<file path="config.mk">
export PLATFORM = sky130hd
export DESIGN_NAME = dr_completion_detect
export DESIGN_NICKNAME = d
export VERILOG_FILES = /design/src/rtl/dr_pkg.sv /design/src/rtl/dr_bit_decode.sv /design/src/rtl/dr_celem.sv /design/src/rtl/dr_completion_detect.sv
export SDC_FILE = /design/constraint.sdc
export NUM_CORES = 1
export LEC_CHECK = 0
export ABC_AREA = 1
export ABC_CLOCK_PERIOD_IN_PS = 900
export BUFFER_PORTS_ARGS = -buffer_cell sky130_fd_sc_hd__buf_4
export CAP_MARGIN = 0
export CELL_PAD_IN_SITES_DETAIL_PLACEMENT = 1
export CELL_PAD_IN_SITES_GLOBAL_PLACEMENT = 1
export CORE_MARGIN = 5
export CORE_UTILIZATION = 21
export CTS_CLUSTER_SIZE = 16
export DETAILED_ROUTE_END_ITERATION = 12
export HOLD_SLACK_MARGIN = 0.12
export MAX_ROUTING_LAYER = met4
export PLACE_DENSITY = 0.79
export SETUP_SLACK_MARGIN = 0.02
export SYNTH_ARGS = -nofsm -noshare
export SYNTH_HDL_FRONTEND = slang
export SYNTH_HIERARCHICAL = 1
export SYNTH_SLANG_ARGS = --single-unit
export TNS_END_PERCENT = 1
</file>
<file path="constraint.sdc">
create_clock -name clk -period 0.9 [get_ports clk]
set_input_delay 0.18 -clock clk [delete_from_list [all_inputs] [get_ports clk]]
set_output_delay 0.18 -clock clk [all_outputs]
set_load 0.02 [all_outputs]
</file>
<file path="src/rtl/dr_pkg.sv">
// Package: shared types for the dual-rail completion detector.
// Assumes: each bit is carried as a {t,f} rail pair.
package dr_pkg;

    // Decoded meaning of one rail pair
    typedef enum logic [1:0] {
        DR_SPACER = 2'b00,
        DR_ZERO   = 2'b01,
        DR_ONE    = 2'b10,
        DR_BAD    = 2'b11
    } dr_code_e;

    // Per-bit decode result
    typedef struct packed {
        logic present;
        logic value;
        logic illegal;
    } dr_bit_t;

endpackage

</file>
<file path="src/rtl/dr_bit_decode.sv">
// Module: dr_bit_decode
// Turns one {t,f} rail pair into a presence flag (OR of rails), the
// single-rail value (true rail) and an illegal flag (both rails high).
// Assumes: purely combinational; rails may change at any time.
module dr_bit_decode
    import dr_pkg::*;
(
    input  logic    rt,
    input  logic    rf,
    output dr_bit_t dec
);

    dr_code_e code;

    // Classify the rail pair and fill the decode record
    always_comb begin
        code        = dr_code_e'({rt, rf});
        dec.present = rt | rf;
        dec.value   = rt;
        dec.illegal = (code == DR_BAD);
    end

endmodule

</file>
<file path="src/rtl/dr_celem.sv">
// Module: dr_celem
// Multi-input Muller C-element modelled as a clocked hold register:
// goes to 1 when all inputs are 1, to 0 when all inputs are 0, else holds.
// Assumes: synchronous active-low reset clears the state to 0.
module dr_celem #(
    parameter int W = 8
) (
    input  logic         clk,
    input  logic         rst_n,
    input  logic [W-1:0] in,
    output logic         q
);

    logic all_hi;
    logic all_lo;
    logic q_nxt;

    // Decide the next state from the unanimity of the inputs
    always_comb begin
        all_hi = &in;
        all_lo = ~|in;
        if (all_hi)      q_nxt = 1'b1;
        else if (all_lo) q_nxt = 1'b0;
        else             q_nxt = q;
    end

    // Hold register with synchronous reset
    always_ff @(posedge clk) begin
        if (!rst_n) q <= 1'b0;
        else        q <= q_nxt;
    end

endmodule

</file>
<file path="src/rtl/dr_completion_detect.sv">
// Module: dr_completion_detect (top)
// Completion detection for an N-bit dual-rail word: per-bit rail ORs are
// merged by a C-element, giving done for all-present and all-spacer waves.
// Also outputs the decoded word and an illegal-code flag.
// Assumes: rails are stable around the clock edge; data valid while done=1.
module dr_completion_detect
    import dr_pkg::*;
#(
    parameter int N = 8
) (
    input  logic         clk,
    input  logic         rst_n,
    input  logic [N-1:0] rail_t,
    input  logic [N-1:0] rail_f,
    output logic         done,
    output logic [N-1:0] data,
    output logic         err
);

    localparam int LAST = N - 1;

    dr_bit_t [LAST:0] dec;
    logic    [LAST:0] present;
    logic    [LAST:0] illegal;

    // One decoder per bit
    for (genvar i = 0; i < N; i++) begin : g_bit
        dr_bit_decode u_dec (
            .rt  (rail_t[i]),
            .rf  (rail_f[i]),
            .dec (dec[i])
        );
        assign present[i] = dec[i].present;
        assign illegal[i] = dec[i].illegal;
        assign data[i]    = dec[i].value;
    end

    // Merge of per-bit presence
    dr_celem #(.W(N)) u_merge (
        .clk   (clk),
        .rst_n (rst_n),
        .in    (present),
        .q     (done)
    );

    // Flag any bit carrying the illegal code
    always_comb begin
        err = |illegal;
    end

endmodule

</file>
Word-level counts from Yosys, hierarchy flattened
Cells that the tools add are included.
{ "word_totals": {"word_cells": 23, "regBits": 1, "output_inout_bits": 10} }
{ "classes": {"n_mux": 2, "n_bitwise": 8, "n_eq_ne": 9, "reduce_logical": 3} }
{ "ops": {"columns": ["cell", "n"], "rows": [
  ["== test 2 bit, second input constant", 8],
  ["OR reduction 8 bit", 2],
  ["OR 1 bit", 8],
  ["AND reduction 8 bit", 1],
  ["2-to-1 mux 1 bit", 2],
  ["inequality test 2 x 1 -> 1 bit, second input constant", 1]
]} }

Logic depth before layout (Yosys ltp)
Gate-level depths: netlist of run 1.
{ "logic_depth": {"depth_word": 4, "mapped_depth": 8, "ltp_nobuf": 8} }

Cells and area by module
Netlist of run 1, hierarchy kept.
{ "by_module_without_submodules": {"columns": ["mod", "cells_each", "n_inst", "area_each_um2", "seq_area_each_um2"], "rows": [
  ["dr_bit_decode", 6, 8, 26.3, 0.0],
  ["dr_celem", 19, 1, 93.8, 20.0],
  ["dr_completion_detect", 15, 1, 56.3, 0.0]
]} }

Worst setup path before layout of run 1
Ideal clock, no wire load.
{ "synth_timing": {"path_type": "reg2reg", "from": "register u_merge/q (netlist name)", "to": "register u_merge.q", "stages_incl_launch_ff": 5, "n_path_buf": 0, "arrival_ns": 0.675, "t_required_ns": 0.834, "setup_ns": 0.066, "period_less_slack_ns": 0.741, "setup_slack_ns": 0.159, "cell_sequence": "dfxtp_1 inv_1 nand2_1 nand2_1 a21oi_2"} }
{ "synth_rtl": {"columns": ["element", "line", "text"], "rows": [
  ["to (signal assigned)", "dr_celem.sv:30", "else q <= q_nxt;"],
  ["to (decl)", "dr_celem.sv:11", "output logic q"]
]} }

==> results.sh, run 1 <==
export IMPL_multiInputGateArea_um2=176
export IMPL_final_setup_viol_count=1
export IMPL_fmax_ghz=1.09
export IMPL_top_regs="u_merge/q (1)"
export IMPL_via_per_inst=3.83
export IMPL_ir_worst_vdd_mv=0.248
export IMPL_combPwrFrac=0.841
export IMPL_drive_gt1_frac=0.500
export IMPL_die_y_um=51.4
export IMPL_synth_avg_cell_area_um2=4.39
export IMPL_powerDensity_mw_per_mm2=512
export IMPL_numPortBuffers=27
export IMPL_ant_nets=0
export IMPL_fin_ws_ps=-20.9
export IMPL_final_cell_area_um2=612
export IMPL_grt_pass1_vias=427
export IMPL_min_delay_path_class="in2reg"
export IMPL_crit_type="in2out"
export IMPL_slew_headroom=0.910
export IMPL_synth_seq_cells=1
export IMPL_p_leak_nw=0.428
export IMPL_drtIter0Drc=7
export IMPL_start_util=0.216
export IMPL_synth_area_um2=360
export IMPL_swShare=0.405
export IMPL_diodes=0
export IMPL_dr_pass1_iters=2
export IMPL_totalWireLength_um=918
export IMPL_fin_crit_ps=921
export IMPL_finalWeightedCongestion=0.627
export IMPL_whs_ps=435
export IMPL_remaining_drc_errors=0
export IMPL_maxCapViolCount=0
export IMPL_hpwl_um=887
export IMPL_clkSlewWorstSetupHoldPaths_ps=0
export IMPL_dp_cells=119
export IMPL_via_count=456
export IMPL_p_int_mw=0.186
export IMPL_top_register="u_merge/q"
export IMPL_status="finished, violations left"
export IMPL_core_mm2=0.00167
export IMPL_yosysTopAreaCell="inv_1"
export IMPL_largest_register_ffs=1
export IMPL_rows=15
export IMPL_fp_dieArea_mm2=0.00264
export IMPL_synthCells=82
export IMPL_end_kind="output pin"
export IMPL_required_ps=720
export IMPL_p_sw_mw=0.127
export IMPL_start_kind="primary input"
export IMPL_synth_cell_types=8
export IMPL_worst_path_max_fanout=2
export IMPL_fin_nets=122
export IMPL_grt_util_all_layers=0.0728
export IMPL_seq_area_um2=20.0
export IMPL_violations="negative setup slack"
export IMPL_gr_usage_met2=0.155
export IMPL_die_w_um=51.4
export IMPL_mostFrequentLayoutCells="24 x inv_1, 20 x nand2_1, 14 x buf_4, 14 x buf_6, 11 x inv_2"
export IMPL_syn_nets=100
export IMPL_io_pins=28
export IMPL_gr_usage_met3=0.0117
export IMPL_skew_ps=0
export IMPL_antenna_found_initial=0
export IMPL_yosysTopAreaCellShare=0.354
export IMPL_grt_busiest_layer="met2"
export IMPL_grt_max_degree=4
export IMPL_ys_top_cells_by_area="inv_1 35%, nand2_1 30%, buf_4 17%"
export IMPL_post_route_period_util=1.02
export IMPL_yosysSeqAreaShare=0.0556
export IMPL_pwr_share_clk=0
export IMPL_yosys_warnings=6
export IMPL_final_hold_viol_count=0
export IMPL_worst_pin_slew_ps=134
export IMPL_area_growth_pct=69.8
export IMPL_grt_first_pass_wirelength_um=1560
export IMPL_fillers=239
export IMPL_final_common_cell="inv_1"
export IMPL_cts_hold_buf=0
export IMPL_finalMaxSlewViolations=0
export IMPL_seqPwrFrac=0.159
export IMPL_arrival_ps=740
export IMPL_place_area_um2=532
export IMPL_final_util=0.366
export IMPL_clock_latency_ps=0
export IMPL_grt_use_met1=0.0712
export IMPL_routedWlPerCell_um=7.71
export IMPL_globalRouteOverflowTotal=0
export IMPL_rsz0062_at_grt="yes"
export IMPL_final_cells=119
[repair_timing]
action / 4_1_cts / 5_1_grt
gates resized for setup: 13 / 22
buffers inserted: 0 / 0
endpoints found under the setup margin: 2 / 2
pin swaps: 12 / 11
[area by class of cell]
| type | count | area share |
|---|---|---|
| multi-input combinational | 38 | 0.288 |
| timing repair buffer | 28 | 0.429 |
| inverter | 35 | 0.215 |
| sequential | 1 | 0.0327 |
| tap | 17 | 0.0348 |
[power by group through the flow]
stage	combinational [mW]	sequential, mW	clock [mW]
floorplan	0.127	0.0527	0
global placement	0.219	0.0499	0
detailed placement	0.226	0.0499	0
CTS	0.246	0.0499	0
global route	0.293	0.0501	0
finish	0.263	0.0498	0
[per-stage QoR]
stage	TNS, ps	power [mW]	setup WS [ps]
after floorplan	0	0.180	159
after global placement	-59.1	0.269	-59.1
after detailed placement	-87.6	0.276	-70.7
after CTS	-32.4	0.295	-32.4
after global routing	-160	0.343	-93.1
final	-20.9	0.313	-20.9
[routing by layer]
metal / part of all wire / up-vias
li1: - / 245
met1: 0.31 / 198
met2: 0.60 / 13
met3: 0.083 / 0
met4: 0 / 0
met5: 0 / -
[path summary, 6_finish.rpt]
kind	startpoint	end	slack [ps]	cells past startpoint
max	rail_f[4]	err	-20	8
max reg2reg	u_merge/q$_SDFFE_PN0P_	u_merge/q$_SDFFE_PN0P_	250	4
min reg2reg	u_merge/q$_SDFFE_PN0P_	u_merge/q$_SDFFE_PN0P_	500	2
min	rst_n	u_merge/q$_SDFFE_PN0P_	440	3
[logic make-up (layout without fill, tap and decap cells)]
kind of cell | Yosys count | in the layout | share of synthesized area
AOI/OAI and AO/OA | 2 | 2 | 0.0382
buffers and inverters | 43 | 63 | 0.531
and+or+nand+nor | 36 | 36 | 0.375
DFF | 1 | 1 | 0.0556
[Yosys cell counts, drive strengths merged]
cell / instances
o21ai: 1
a21oi: 1
inv: 35
buf: 8
nor2: 7
nand2: 29
dfxtp: 1
[critical path, stage by stage]
cell	delay, ps
buf_4	120
nand2_2	50
inv_2	30
inv_2	30
nand2_1	50
nor2_2	90
nand2_1	60
buf_6	130
No activity file was read; power rests on OpenSTA's default activity.
==> run 2: changes to the inputs <==
Settings changed: CORE_UTILIZATION 21 to 18, PLACE_DENSITY 0.79 to 0.77, SYNTH_HIERARCHICAL 1 to unset.
==> results.sh, run 2 <==
export IMPL_top_regs="u_merge.q (1)"
export IMPL_drive_gt1_frac=0.675
export IMPL_clock_latency_ps=0
export IMPL_fin_nets=97
export IMPL_io_pins=28
export IMPL_synth_async_sr_flop_share=0
export IMPL_yosysTopAreaCellShare=0.257
export IMPL_totalWireLength_um=971
export IMPL_post_route_period_util=1.12
export IMPL_skew_ps=0
export IMPL_finalMaxSlewViolations=0
export IMPL_diodes=0
export IMPL_fp_dieArea_mm2=0.00232
export IMPL_fin_ws_ps=-106
export IMPL_slew_headroom=0.855
export IMPL_final_common_cell="buf_4"
export IMPL_synth_flop_cell="dfxtp_1"
export IMPL_rsz0062_at_grt="yes"
export IMPL_yosys_warnings=0
export IMPL_status="finished, violations left"
export IMPL_maxCapViolCount=0
export IMPL_syn_nets=70
export IMPL_synth_area_um2=263
export IMPL_via_per_inst=4.28
export IMPL_die_y_um=48.2
export IMPL_yosysSeqAreaShare=0.0762
export IMPL_finalSetupTns_ps=-129
export IMPL_yosys_area_share_simple=0.448
export IMPL_crit_type="in2out"
export IMPL_antenna_found_initial=0
export IMPL_crit_chain="buf_4, a221oi_2, nand2_1, buf_6"
export IMPL_rows=13
export IMPL_start_util=0.197
export IMPL_yosysTopAreaCell="nand2_1"
export IMPL_ant_nets=0
export IMPL_final_cell_area_um2=569
export IMPL_largest_register_ffs=1
export IMPL_synth_top_family_by_area="simple AND/OR/NAND/NOR gates"
export IMPL_area_growth_pct=117
export IMPL_yosysMostFrequentCell="nand2_1"
export IMPL_final_setup_viol_count=2
export IMPL_synth_xor_area_frac=0
export IMPL_via_count=394
export IMPL_final_hold_viol_count=0
export IMPL_ys_top_cells_by_area="nand2_1 26%, buf_4 23%, nor2_1 14%"
export IMPL_grt_max_degree=5
export IMPL_mostFrequentLayoutCells="21 x buf_4, 12 x nand2_1, 12 x buf_6, 8 x inv_1, 7 x nor2_2"
export IMPL_synth_commonest_cells="18 x nand2_1, 10 x nor2_1, 8 x buf_4, 8 x inv_1"
export IMPL_finalWeightedCongestion=0.679
export IMPL_grt_util_all_layers=0.0846
export IMPL_end_kind="output pin"
export IMPL_ir_worst_vdd_mv=0.196
export IMPL_synth_edf_count=0
export IMPL_top_register="u_merge.q"
export IMPL_synth_seq_cells=1
export IMPL_die_w_um=48.2
export IMPL_synth_cell_types=10
export IMPL_remaining_drc_errors=0
export IMPL_grt_first_pass_wirelength_um=1430
export IMPL_powerDensity_mw_per_mm2=565
export IMPL_synth_fa_ha_area_frac=0
export IMPL_core_mm2=0.00133
export IMPL_synthCells=52
export IMPL_worst_path_max_delay_cell="a221oi_2"
export IMPL_arrival_ps=830
export IMPL_numPortBuffers=27
export IMPL_place_area_um2=462
export IMPL_max_stage_delay_ps=280
export IMPL_cts_hold_buf=0
export IMPL_globalRouteOverflowTotal=0
export IMPL_synth_compound_area_frac=0.119
export IMPL_violations="negative setup slack"
export IMPL_pre_cts_ws_ps=-173
export IMPL_p_leak_nw=0.286
export IMPL_fmax_ghz=0.994
export IMPL_synthMuxAreaShare=0
export IMPL_dr_pass1_iters=1
export IMPL_drtIter0Drc=0
export IMPL_grt_pass1_vias=399
export IMPL_clkSlewWorstSetupHoldPaths_ps=0
export IMPL_required_ps=720
export IMPL_synth_avg_cell_area_um2=5.05
export IMPL_worst_pin_slew_ps=217
export IMPL_whs_ps=411
export IMPL_hpwl_um=828
export IMPL_routedWlPerCell_um=10.6
export IMPL_min_delay_path_class="in2reg"
export IMPL_start_kind="primary input"
export IMPL_worst_path_max_fanout=2
export IMPL_fin_crit_ps=1010
run 2: cell types whose count changed in the layout (fill, tap and decap cells not counted):
cell      delta
inv_2       -10
nand2_2      -3
buf_6        -2
nor2_1       -2
nand2_1      -8
buf_4        +7
a221oi_2     +2
nor2_4       +2
inv_1       -16
nor2_2       +5
run 2: power breakdown:
group	internal, mW	leakage (nW)	switching [mW]	total, mW
Clock	0	0	0	0
Combinational	0.147	0.278	0.125	0.272
Sequential	0.0482	0.00817	0.00154	0.0497
Total	0.195	0.286	0.126	0.321
run 2: final timing paths:
check                         startpoint                     end  slack, ps  cells after the start
setup / recovery               rail_f[0]                     err       -110                      4
hold / removal                     rst_n  u_merge.q$_SDFFE_PN0P_        410                      3
setup reg to reg  u_merge.q$_SDFFE_PN0P_  u_merge.q$_SDFFE_PN0P_        350                      2
hold reg to reg   u_merge.q$_SDFFE_PN0P_  u_merge.q$_SDFFE_PN0P_        460                      2
run 2: metrics by stage:
stage / cells / util / power, mW
detailed placement: 91 / 0.346 / 0.270
finish: 92 / 0.427 / 0.321
CTS: 91 / 0.416 / 0.316
floorplan: 52 / - / 0.160
global route: 92 / 0.427 / 0.342
global placement: 91 / 0.346 / 0.265
run 2: layer usage:
layer / track usage / up-vias / share of wire
li1: - / 198 / -
met1: 0.0850 / 178 / 0.34
met2: 0.180 / 18 / 0.53
met3: 0.00738 / 0 / 0.13
met4: 0 / 0 / 0
met5: - / - / 0
run 2: what timing repair did:
item / 4_1_cts / 5_1_grt
setup endpoints to repair: 2 / 2
resized for setup: 26 / 3
cloned: 0 / 0
pin swaps: 12 / 3
setup buffers: 0 / 1
run 2: cell type report:
class                   instances  area [um^2]
multi-input cells              34          204
repair buffers                 33          293
fillers                       177          764
well taps                      15         18.8
inverters                       9         33.8
flip-flops and latches          1         20.0
run 2: worst max-delay path, delay by kind of cell:
family	cells	cell delay, ps
and+or+nand+nor	1	110
AOI/OAI and AO/OA	1	280
buffers and inverters	2	260
run 2: logic make-up (layout without fill, tap and decap cells):
family / Yosys count / after routing
AND/OR/NAND/NOR: 30 / 30
buffers and inverters: 17 / 42
AO/OA/AOI/OAI: 4 / 4
flip-flops: 1 / 1
